**src/rtl/pwrseq_pkg.sv**
```systemverilog
// Package: shared sub-addresses, widths and control field layout for the
// power sequencer register block. Assumes an 8-bit register bus.
package pwrseq_pkg;
    localparam int DW       = 8;
    localparam int CH_COUNT = 8;
    localparam int TW       = 7;

    localparam logic [7:0] ADDR_CTRL  = 8'h0B;
    localparam logic [7:0] ADDR_PGOOD = 8'h0C;
    localparam logic [7:0] ADDR_UV    = 8'h0D;
    localparam logic [7:0] ADDR_TEMP  = 8'h0E;

    // Stored control fields (bit 7 lives in the hold timer, bit 0 is unused)
    typedef struct packed {
        logic [1:0] thr_sel;     // bits 6:5
        logic       ignore_pins; // bit 4
        logic       pd_sel;      // bit 3
        logic       slow_slew;   // bit 2
        logic       temp_req;    // bit 1
    } ctrl_fields_t;
endpackage

```
**src/rtl/pwrseq_hold_timer.sv**
```systemverilog
// Module: power-cycle hold timer. A start pulse begins an interval of exactly
// HOLD_CYCLES clock cycles, during which active is high. Start is ignored
// while active. Assumes HOLD_CYCLES >= 1.
module pwrseq_hold_timer #(
    parameter int HOLD_CYCLES = 50_000_000
) (
    input  logic clk,
    input  logic rst_n,
    input  logic start,
    output logic active
);
    localparam int CW = $clog2(HOLD_CYCLES + 1);
    localparam logic [CW-1:0] LAST = CW'(HOLD_CYCLES - 1);

    logic [CW-1:0] cnt;

    // Count the hold interval and release at the terminal count
    always_ff @(posedge clk) begin
        if (!rst_n) begin
            active <= 1'b0;
            cnt    <= '0;
        end else if (!active) begin
            if (start) begin
                active <= 1'b1;
                cnt    <= '0;
            end
        end else if (cnt == LAST) begin
            active <= 1'b0;
        end else begin
            cnt <= cnt + 1'b1;
        end
    end
endmodule

```
**src/rtl/pwrseq_ctrl_reg.sv**
```systemverilog
// Module: global control register storage. Keeps bits 6:1, produces the
// start pulse for the hold timer and clears the sample request on converter
// completion. Assumes wr_ctrl is already qualified by the sub-address.
module pwrseq_ctrl_reg
    import pwrseq_pkg::*;
(
    input  logic         clk,
    input  logic         rst_n,
    input  logic         wr_ctrl,
    input  logic [DW-1:0] wdata,
    input  logic         hold_active,
    input  logic         conv_done,
    output logic         hold_start,
    output ctrl_fields_t fields
);
    logic unused_bit0;
    assign unused_bit0 = wdata[0];

    // Power-cycle start: only when the timer is idle
    assign hold_start = wr_ctrl && wdata[7] && !hold_active;

    // Update stored fields; the request bit self-clears on completion
    always_ff @(posedge clk) begin
        if (!rst_n) begin
            fields <= '0;
        end else begin
            if (wr_ctrl) begin
                fields.thr_sel     <= wdata[6:5];
                fields.ignore_pins <= wdata[4];
                fields.pd_sel      <= wdata[3];
                fields.slow_slew   <= wdata[2];
            end
            if (fields.temp_req) begin
                if (conv_done) fields.temp_req <= 1'b0;
            end else if (wr_ctrl && wdata[1]) begin
                fields.temp_req <= 1'b1;
            end
        end
    end
endmodule

```
**src/rtl/pwrseq_temp_mon.sv**
```systemverilog
// Module: temperature code capture and warning compare. Stores the code
// when capture is high; the warning is a compare of the stored code with the
// threshold selected by thr_sel (00 disables). Assumes THR_LO<=THR_MID<=THR_HI.
module pwrseq_temp_mon #(
    parameter int TW      = 7,
    parameter int THR_LO  = 40,
    parameter int THR_MID = 60,
    parameter int THR_HI  = 80
) (
    input  logic          clk,
    input  logic          rst_n,
    input  logic          capture,
    input  logic [TW-1:0] code_in,
    input  logic [1:0]    thr_sel,
    output logic [TW-1:0] code,
    output logic          warn
);
    logic [TW-1:0] limit;

    // Hold the most recent conversion result
    always_ff @(posedge clk) begin
        if (!rst_n)       code <= '0;
        else if (capture) code <= code_in;
    end

    // Map the threshold select to a code and compare
    always_comb begin
        unique case (thr_sel)
            2'b01:   limit = TW'(THR_LO);
            2'b10:   limit = TW'(THR_MID);
            2'b11:   limit = TW'(THR_HI);
            default: limit = '0;
        endcase
        warn = (thr_sel != 2'b00) && (code >= limit);
    end
endmodule

```
**src/rtl/pwrseq_regs.sv**
```systemverilog
// Module: top of the power sequencer register block. Decodes bus writes,
// muxes read data, and gates per-channel enables by the hold timer and the
// pin override. Assumes one write per bus_wr cycle and combinational reads.
module pwrseq_regs
    import pwrseq_pkg::*;
#(
    parameter int HOLD_CYCLES = 50_000_000,
    parameter int THR_LO      = 40,
    parameter int THR_MID     = 60,
    parameter int THR_HI      = 80
) (
    input  logic                clk,
    input  logic                rst_n,
    input  logic                bus_wr,
    input  logic [7:0]          bus_addr,
    input  logic [DW-1:0]       bus_wdata,
    output logic [DW-1:0]       bus_rdata,
    input  logic [CH_COUNT-1:0] en_pin,
    input  logic [CH_COUNT-1:0] pgood_in,
    input  logic [CH_COUNT-1:0] uv_in,
    input  logic                adc_done,
    input  logic [TW-1:0]       adc_code,
    output logic                adc_req,
    output logic [CH_COUNT-1:0] ch_en,
    output logic                pd_sel,
    output logic                slow_slew
);
    ctrl_fields_t  fields;
    logic          hold_active;
    logic          hold_start;
    logic          conv_done;
    logic [TW-1:0] temp_code;
    logic          warn;
    logic          wr_ctrl;

    assign wr_ctrl   = bus_wr && (bus_addr == ADDR_CTRL);
    assign conv_done = fields.temp_req && adc_done;

    pwrseq_ctrl_reg u_ctrl (
        .clk         (clk),
        .rst_n       (rst_n),
        .wr_ctrl     (wr_ctrl),
        .wdata       (bus_wdata),
        .hold_active (hold_active),
        .conv_done   (adc_done),
        .hold_start  (hold_start),
        .fields      (fields)
    );

    pwrseq_hold_timer #(.HOLD_CYCLES(HOLD_CYCLES)) u_hold (
        .clk    (clk),
        .rst_n  (rst_n),
        .start  (hold_start),
        .active (hold_active)
    );

    pwrseq_temp_mon #(
        .TW(TW), .THR_LO(THR_LO), .THR_MID(THR_MID), .THR_HI(THR_HI)
    ) u_temp (
        .clk     (clk),
        .rst_n   (rst_n),
        .capture (conv_done),
        .code_in (adc_code),
        .thr_sel (fields.thr_sel),
        .code    (temp_code),
        .warn    (warn)
    );

    assign adc_req   = fields.temp_req;
    assign pd_sel    = fields.pd_sel;
    assign slow_slew = fields.slow_slew;

    // Per-channel enable gating: hold interval and override both force off
    for (genvar i = 0; i < CH_COUNT; i++) begin : g_chan
        assign ch_en[i] = en_pin[i] && !hold_active && !fields.ignore_pins;
    end

    // Read data multiplexer; undefined sub-addresses read zero
    always_comb begin
        unique case (bus_addr)
            ADDR_CTRL:  bus_rdata = {hold_active, fields, 1'b0};
            ADDR_PGOOD: bus_rdata = pgood_in;
            ADDR_UV:    bus_rdata = uv_in;
            ADDR_TEMP:  bus_rdata = {warn, temp_code};
            default:    bus_rdata = '0;
        endcase
    end
endmodule

```
**config.mk**
```make
export PLATFORM = sky130hd
export DESIGN_NAME = pwrseq_regs
export DESIGN_NICKNAME = d
export VERILOG_FILES = /design/src/rtl/pwrseq_pkg.sv /design/src/rtl/pwrseq_hold_timer.sv /design/src/rtl/pwrseq_ctrl_reg.sv /design/src/rtl/pwrseq_temp_mon.sv /design/src/rtl/pwrseq_regs.sv
export SDC_FILE = /design/constraint.sdc
export NUM_CORES = 1
export LEC_CHECK = 0
export ABC_CLOCK_PERIOD_IN_PS = 2900
export BUFFER_PORTS_ARGS = -buffer_cell sky130_fd_sc_hd__clkbuf_2
export CORE_MARGIN = 1
export CORE_UTILIZATION = 45
export CTS_BUF_LIST = sky130_fd_sc_hd__clkbuf_4
export CTS_CLUSTER_SIZE = 14
export DETAILED_ROUTE_END_ITERATION = 10
export PLACE_DENSITY_LB_ADDON = 0.25
export SLEW_MARGIN = 30
export SYNTH_ARGS = -nofsm -noshare
export SYNTH_HDL_FRONTEND = slang
export SYNTH_SLANG_ARGS = --single-unit
export TNS_END_PERCENT = 30
```
**constraint.sdc**
```tcl
create_clock -name clk -period 2.9 [get_ports clk]
set_input_delay 0.29 -clock clk [delete_from_list [all_inputs] [get_ports clk]]
set_output_delay 0.29 -clock clk [all_outputs]
set_load 0.005 [all_outputs]
```
==> results of run 1 <==
==> cells in the mapped netlist, types with 3 or more instances <==
| cell type | instances | area, µm² |
|---|---|---|
| nand3_1 | 21 | 105.1 |
| xor2_1 | 4 | 35.03 |
| or4_1 | 3 | 22.52 |
| buf_2 | 3 | 15.01 |
| and3_1 | 9 | 56.30 |
| nor3_1 | 9 | 45.04 |
| nand2_1 | 31 | 116.4 |
| nor3b_1 | 3 | 22.52 |
| nand4_1 | 7 | 43.79 |
| nor2_1 | 22 | 82.58 |
| o22ai_1 | 8 | 50.05 |
| a22oi_1 | 6 | 45.04 |
| inv_1 | 9 | 33.78 |
| o2111ai_1 | 3 | 26.28 |
| a31oi_1 | 5 | 31.28 |
| a211o_1 | 5 | 43.79 |
| nor4_1 | 10 | 62.56 |
| o21ai_0 | 4 | 20.02 |
| o31a_1 | 4 | 35.03 |
| dfxtp_1 | 40 | 800.8 |
| mux2i_1 | 13 | 130.1 |
| clkbuf_1 | 14 | 52.55 |
| o21ai_1 | 3 | 15.01 |
| a22o_1 | 7 | 61.31 |
| a21oi_1 | 15 | 75.07 |
| and2_1 | 10 | 62.56 |
| xnor2_1 | 4 | 35.03 |
| ha_1 | 10 | 125.1 |
==> layer usage <==
layer  track usage  vias up  share of wire
met1        0.3062     1127           0.47
met3       0.05301        5          0.073
li1              -     1273              -
met5             0        -              0
met4       0.07115        0          0.011
met2        0.3682       96           0.44
==> cell families (layout without fill, tap and decap cells) <==
family,after synthesis,count (layout),share of synthesized area
muxes,14,14,0.05747
and+or+nand+nor,139,139,0.3001
adders and majority gates,10,10,0.05086
AOI/OAI and AO/OA,68,68,0.1918
buffers and inverters,29,94,0.04577
DFF,40,40,0.3255
xor gates and xnor gates,8,8,0.02848
==> worst max path at each step <==
| stage | from | end | slack [ns] | depth (start not counted) |
|---|---|---|---|---|
| 6_report | u_ctrl.fields[5] | bus_rdata[7] | 0.44 | 9 |
| 5_1_grt | u_ctrl.fields[4] | bus_rdata[7] | 0.30 | 9 |
| 4_1_cts | u_ctrl.fields[5] | bus_rdata[7] | 0.42 | 9 |
| 3_5_place_dp | u_hold.cnt[8] | u_hold.cnt[20] | 0.55 | 5 |
| 3_3_place_gp | u_hold.cnt[7] | u_hold.cnt[20] | 0.59 | 5 |
| 2_1_floorplan | u_hold.cnt[8] | u_hold.cnt[20] | 0.72 | 7 |
==> cells in the final DEF (no fill, tap or decap), types with 9 or more instances in the layout <==
cell type and count:
ha_1 10, dfxtp_1 40, nor4_1 10, nor3_1 9
and2_1 10, nand2_1 31, nand3_1 21, a21oi_1 15
mux2i_1 13, clkbuf_2 68, nor2_1 22, and3_1 9
inv_1 9
==> layout make-up <==
class / count / area (µm²)
clock buffers: 5 / 37.54
clock inverters: 3 / 13.76
fillers: 504 / 2252
inverters: 11 / 41.29
multi-input cells: 239 / 1546
flip-flops and latches: 40 / 800.8
well taps: 70 / 87.58
repair buffers: 75 / 392.9
==> registers in the layout, indices dropped and copies added, names as in the netlist <==
register and count:
u_hold.cnt 26, u_ctrl.fields 6, u_hold.active 1, u_temp.code 7
==> stage by stage <==
stage | instance area, µm² | hold WS [ns] | util | setup WS (ns)
2_1_floorplan | 2460 | 0.4339 | - | 0.7213
3_3_place_gp | 2869 | 0.4650 | 0.5547 | 0.5887
3_5_place_dp | 2869 | 0.4727 | 0.5547 | 0.5521
4_1_cts | 2920 | 0.1541 | 0.5646 | 0.4176
5_1_grt | 2920 | 0.1570 | 0.5646 | 0.2987
6_report | 2920 | 0.1720 | 0.5646 | 0.4403
==> critical path, delay by kind of cell, from the launching register on <==
family | cells | cell delay (ns)
AO/OA/AOI/OAI | 4 | 0.58
flip-flops | 1 | 0.45
adder cells (fa/ha/maj) | 2 | 0.55
buffers and inverters | 3 | 0.23
==> power groups by stage <==
stage	clock network [mW]	logic [mW]	registers (mW)
floorplan	0	0.0355	0.562
global placement	0	0.0826	0.562
detailed placement	0	0.0833	0.562
CTS	0.285	0.0838	0.550
global route	0.308	0.0914	0.550
finish	0.270	0.0832	0.550
==> impl_metrics.ini, run 1 <==
[route]
vias = 2501
drtIter0Drc = 90
totalWireLength_mm = 6.282
via_per_inst = 5.646
wl_per_cell_um = 14.18
route.detailed.drc = 0
drtPass1Iterations = 4
postRouteAntennaNets = 0

[global_routing]
grt-ovfl-total = 0
antenna_found_initial = 0
grt_pass1_wl_mm = 10.78
grt_pass1_vias = 2310
grt_usage = 0.2298
grt_max_degree = 17

[placed_design]
placed_cells = 435
dp_hpwl_mm = 4.892
place.gp.congestion = 0.9013
io_buffers = 68

[worst_setup_path]
path_cells = inv_1 -> ha_1 -> inv_1 -> ha_1 -> a21o_1 -> a21oi_1 -> o21ai_0 -> a22o_1 -> clkbuf_2
path_max_fanout = 6
r2r-start = u_hold.cnt[7]
crit_path_start_kind = flip-flop
cp-end-kind = output pin
critPathMaxStageDelay_ns = 0.45
crit_arrival_ns = 2.17
r2r-end = u_hold.cnt[20]
cp_slowest_cell = dfxtp_1
worstSetupPathType = flip-flop to output pin
required_ns = 2.61
reg2reg_depth = 5
rrSetupSlack_ns = 0.51

[yosys]
synth_nets = 369
synth_seq_area_share = 0.3255
synth-main-ff-cell = dfxtp_1
async_flop_share = 0
synth_edf_count = 0
ys_warn_count = 0
synth_cell_types = 51
syn_inst = 308
syn_area_um2 = 2460
synth_seq_cells = 40
syn_area_per_cell_um2 = 7.987

[clocking]
htreeDepth = 2
cts-root-buf = clkbuf_4
numClockSinks = 40
postCtsSetupBuffers = 0
ctsResizeCount = 0
cts_hold_buf = 0
clk_latency_ns = 0.34
ctsLongestPathBuffers = 2
numCtsBuffers = 5
cts_tree = yes
cts.clk_slew.worst_paths_ns = 0.12

[sta]
relSlewSlack = 0.6187
period_share = 0.8482
period_needed_ns = 2.460
rsz0062_at_grt = no
fin_setup_tns_ns = 0
slew_violations = 0
finClkSkew_ns = 0.01220
max_freq_ghz = 0.4066
setup_viol = 0
hold_viol_final = 0
worst_slew_pin_slew_ns = 0.5681

[final_layout]
fin_cells = 443
syn2layout_area_growth_pct = 18.72
nets = 433
diodes = 0
drive_above_1_share = 0.2359

[worst_hold_path]
hold_path_class = primary input to flip-flop
hold-path-endpoint = u_temp.code[2]
min_path_cells = 3
min_from = adc_code[2]

[floorplan]
start_util = 0.4756
die_h_um = 75.94
die_area_um2 = 5766
num_rows = 26
die_x_um = 75.94
core_region_area_um2 = 5172
io_pins = 70

[flow_run]
drv_cap = 0

[pwr]
power.switching_mw = 0.2208
seqPwrFrac = 0.609
power_density_nw_per_um2 = 309.1
pwr-share-clk = 0.299
p_total_mw = 0.9028
switching_share = 0.2445
ir_drop_v = 0.0001930
power_frac_comb = 0.092
cellInternalPower_mw = 0.6820
leakagePower_nw = 1.300

[status]
status = finished, final reports clean
Note: power is estimated with default switching activity, not from simulation.
==> inputs of run 2 (changes only) <==
ABC_AREA = 1   (was unset)
ABC_CLOCK_PERIOD_IN_PS = 2000   (was 2900)
clock period = 2 ns   (was 2.9 ns; I/O delays follow)
==> impl_metrics.ini, run 2 <==
[pwr]
ir_drop_v = 0.0002232
leakagePower_nw = 1.490
power_density_nw_per_um2 = 426.8

[yosys]
synth_nets = 525
synth_seq_area_share = 0.2800
synth_cell_types = 32
syn_area_um2 = 2860
synth-main-ff-cell = dfxtp_1
syn_area_per_cell_um2 = 6.164
synth_seq_cells = 40
netlist_top_cells_area = dfxtp_1, nand2_1, nand3_1, nor2_1, inv_1
yosys.area.top_type_share = 0.2800
ys_warn_count = 0
yosys-top-cells-count = nand2_1, nand3_1, nor2_1
syn_inst = 464
async_flop_share = 0
yosysTopAreaCell = dfxtp_1
synth_edf_count = 0
yosysMostFrequentCell = nand2_1

[final_layout]
regMostFlops = u_hold.cnt
nets = 595
layout_common_cells = nand2_1, nand3_1, clkbuf_2
largest_reg_flops = 26
fillers = 611
ff_latch_area_um2 = 805.8
multi_input_area_um2 = 1839
reg_top3 = u_hold.cnt x26, u_temp.code x7, u_ctrl.fields x6
syn2layout_area_growth_pct = 19.47
diodes = 0
final_common_cell = nand2_1
drive_above_1_share = 0.2206

[worst_setup_path]
crit_path_start_kind = flip-flop
required_ns = 1.80
crit_arrival_ns = 1.89
path_max_fanout = 4
worstSetupPathType = flip-flop to output pin
cp-end-kind = output pin

[route]
drtIter0Drc = 217
totalWireLength_mm = 7.864
vias = 3264
wl_per_cell_um = 12.89
postRouteAntennaNets = 0
route.detailed.drc = 0
drtPass1Iterations = 6
via_per_inst = 5.351

[global_routing]
grtUsageMet3 = 0.04778
grt_max_degree = 29
grt_usage = 0.2439
antenna_found_initial = 0
grt-ovfl-total = 0
use_met2 = 0.4430
grt_busiest_layer = met2
grt_pass1_vias = 2882
grt_pass1_wl_mm = 12.61
grtUsageMet1 = 0.2839

[clocking]
cts-root-buf = clkbuf_4
cts.clk_slew.worst_paths_ns = 0.13
numClockSinks = 40
cts_hold_buf = 0
cts_tree = yes
htreeDepth = 2
ctsLongestPathBuffers = 2
clk_latency_ns = 0.37
numCtsBuffers = 5

[status]
status = complete, but fails checks
violations = negative setup slack

[sta]
rsz0062_at_grt = yes
fin_setup_tns_ns = -0.09212
setup_viol = 1
max_freq_ghz = 0.4780
layout_setup_ws_ns = -0.09212
finClkSkew_ns = 0.01384
worst_slew_pin_slew_ns = 0.5175
relSlewSlack = 0.6523
period_needed_ns = 2.092
period_share = 1.046
hold_viol_final = 0
slew_violations = 0

[floorplan]
num_rows = 28
io_pins = 70
start_util = 0.4747
die_h_um = 81.73
die_area_um2 = 6679
die_x_um = 81.73
core_region_area_um2 = 6026

[placed_design]
dp_hpwl_mm = 5.994
io_buffers = 68
place.gp.congestion = 0.9041
place_ws_ns = 0.07129

[worst_hold_path]
hold_path_class = primary input to flip-flop

[flow_run]
drv_cap = 0
==> run 2: changes by cell type in the layout (fill, tap and decap cells not counted), sizes merged, moves of 10 or more <==
cell   previous run  this run
nand3            21        73
nor2             22        71
nand2            31       120
inv              10        47
nand4             8        18
a21oi            15        33
mux2i            13         0
==> run 2: worst paths after layout <==
path	startpoint	endpoint	slack, ns	cells past startpoint
worst max register to register	u_hold.cnt[0]	u_hold.cnt[20]	0.25	11
worst min register to register	u_ctrl.fields[1]	u_ctrl.fields[1]	0.49	2
worst max-delay path	u_ctrl.fields[4]	bus_rdata[7]	-0.09	10
worst min-delay path	bus_wdata[2]	u_ctrl.fields[1]	0.07	3
==> run 2: cells by family (layout without fill, tap and decap cells) <==
kind of cell	Yosys count	after routing	share of synthesized area
adders and majority gates	10	10	0.04374
and+or+nand+nor	292	292	0.4716
AOI/OAI and AO/OA	56	56	0.1032
buffers and inverters	62	133	0.08924
DFF	40	40	0.2800
xor gates and xnor gates	4	4	0.01225
==> run 2: power breakdown <==
part           switching [mW]  internal, mW
sequential           0.000690         0.796
combinational          0.0568        0.0528
clock                   0.292         0.261
==> run 2: per-stage QoR <==
step | cell area [µm²] | std cells | hold slack, ns | power [mW] | utilization
2_1_floorplan | 2860 | 464 | 0.3384 | 0.8523 | -
3_3_place_gp | 3276 | 600 | 0.4655 | 0.9232 | 0.5436
3_5_place_dp | 3276 | 600 | 0.4626 | 0.9249 | 0.5436
4_1_cts | 3417 | 610 | 0.05383 | 1.473 | 0.5671
5_1_grt | 3417 | 610 | 0.06244 | 1.515 | 0.5671
6_report | 3417 | 610 | 0.06626 | 1.458 | 0.5671
==> run 2: worst max-delay path, cell delays in order (launching register included) <==
cell and delay, ns:
dfxtp_2 0.38, inv_4 0.05, ha_4 0.25, inv_2 0.04
ha_4 0.21, a21o_1 0.16, a21oi_2 0.11, o21ai_1 0.07
nand2_1 0.06, nand4_1 0.07, clkbuf_2 0.12
==> run 2: routing by layer <==
metal | part of all wire | up-vias
met2 | 0.47 | 111
met5 | 0 | -
li1 | - | 1660
met1 | 0.45 | 1483
met3 | 0.066 | 10
met4 | 0.013 | 0
==> run 2: repair_timing <==
action	CTS	global route
gates resized for setup	14	0
endpoints found under the setup margin	1	1
setup buffers	2	0
pin swaps	1	0
==> run 2: cell type report <==
| cell class | instances | area share |
|---|---|---|
| multi-input cells | 362 | 0.5383 |
| flip-flops and latches | 40 | 0.2358 |
| repair buffers | 78 | 0.1227 |
| inverters | 47 | 0.05236 |
| well taps | 75 | 0.02746 |
| clock inverters | 3 | 0.01245 |
| clock buffers | 5 | 0.01098 |
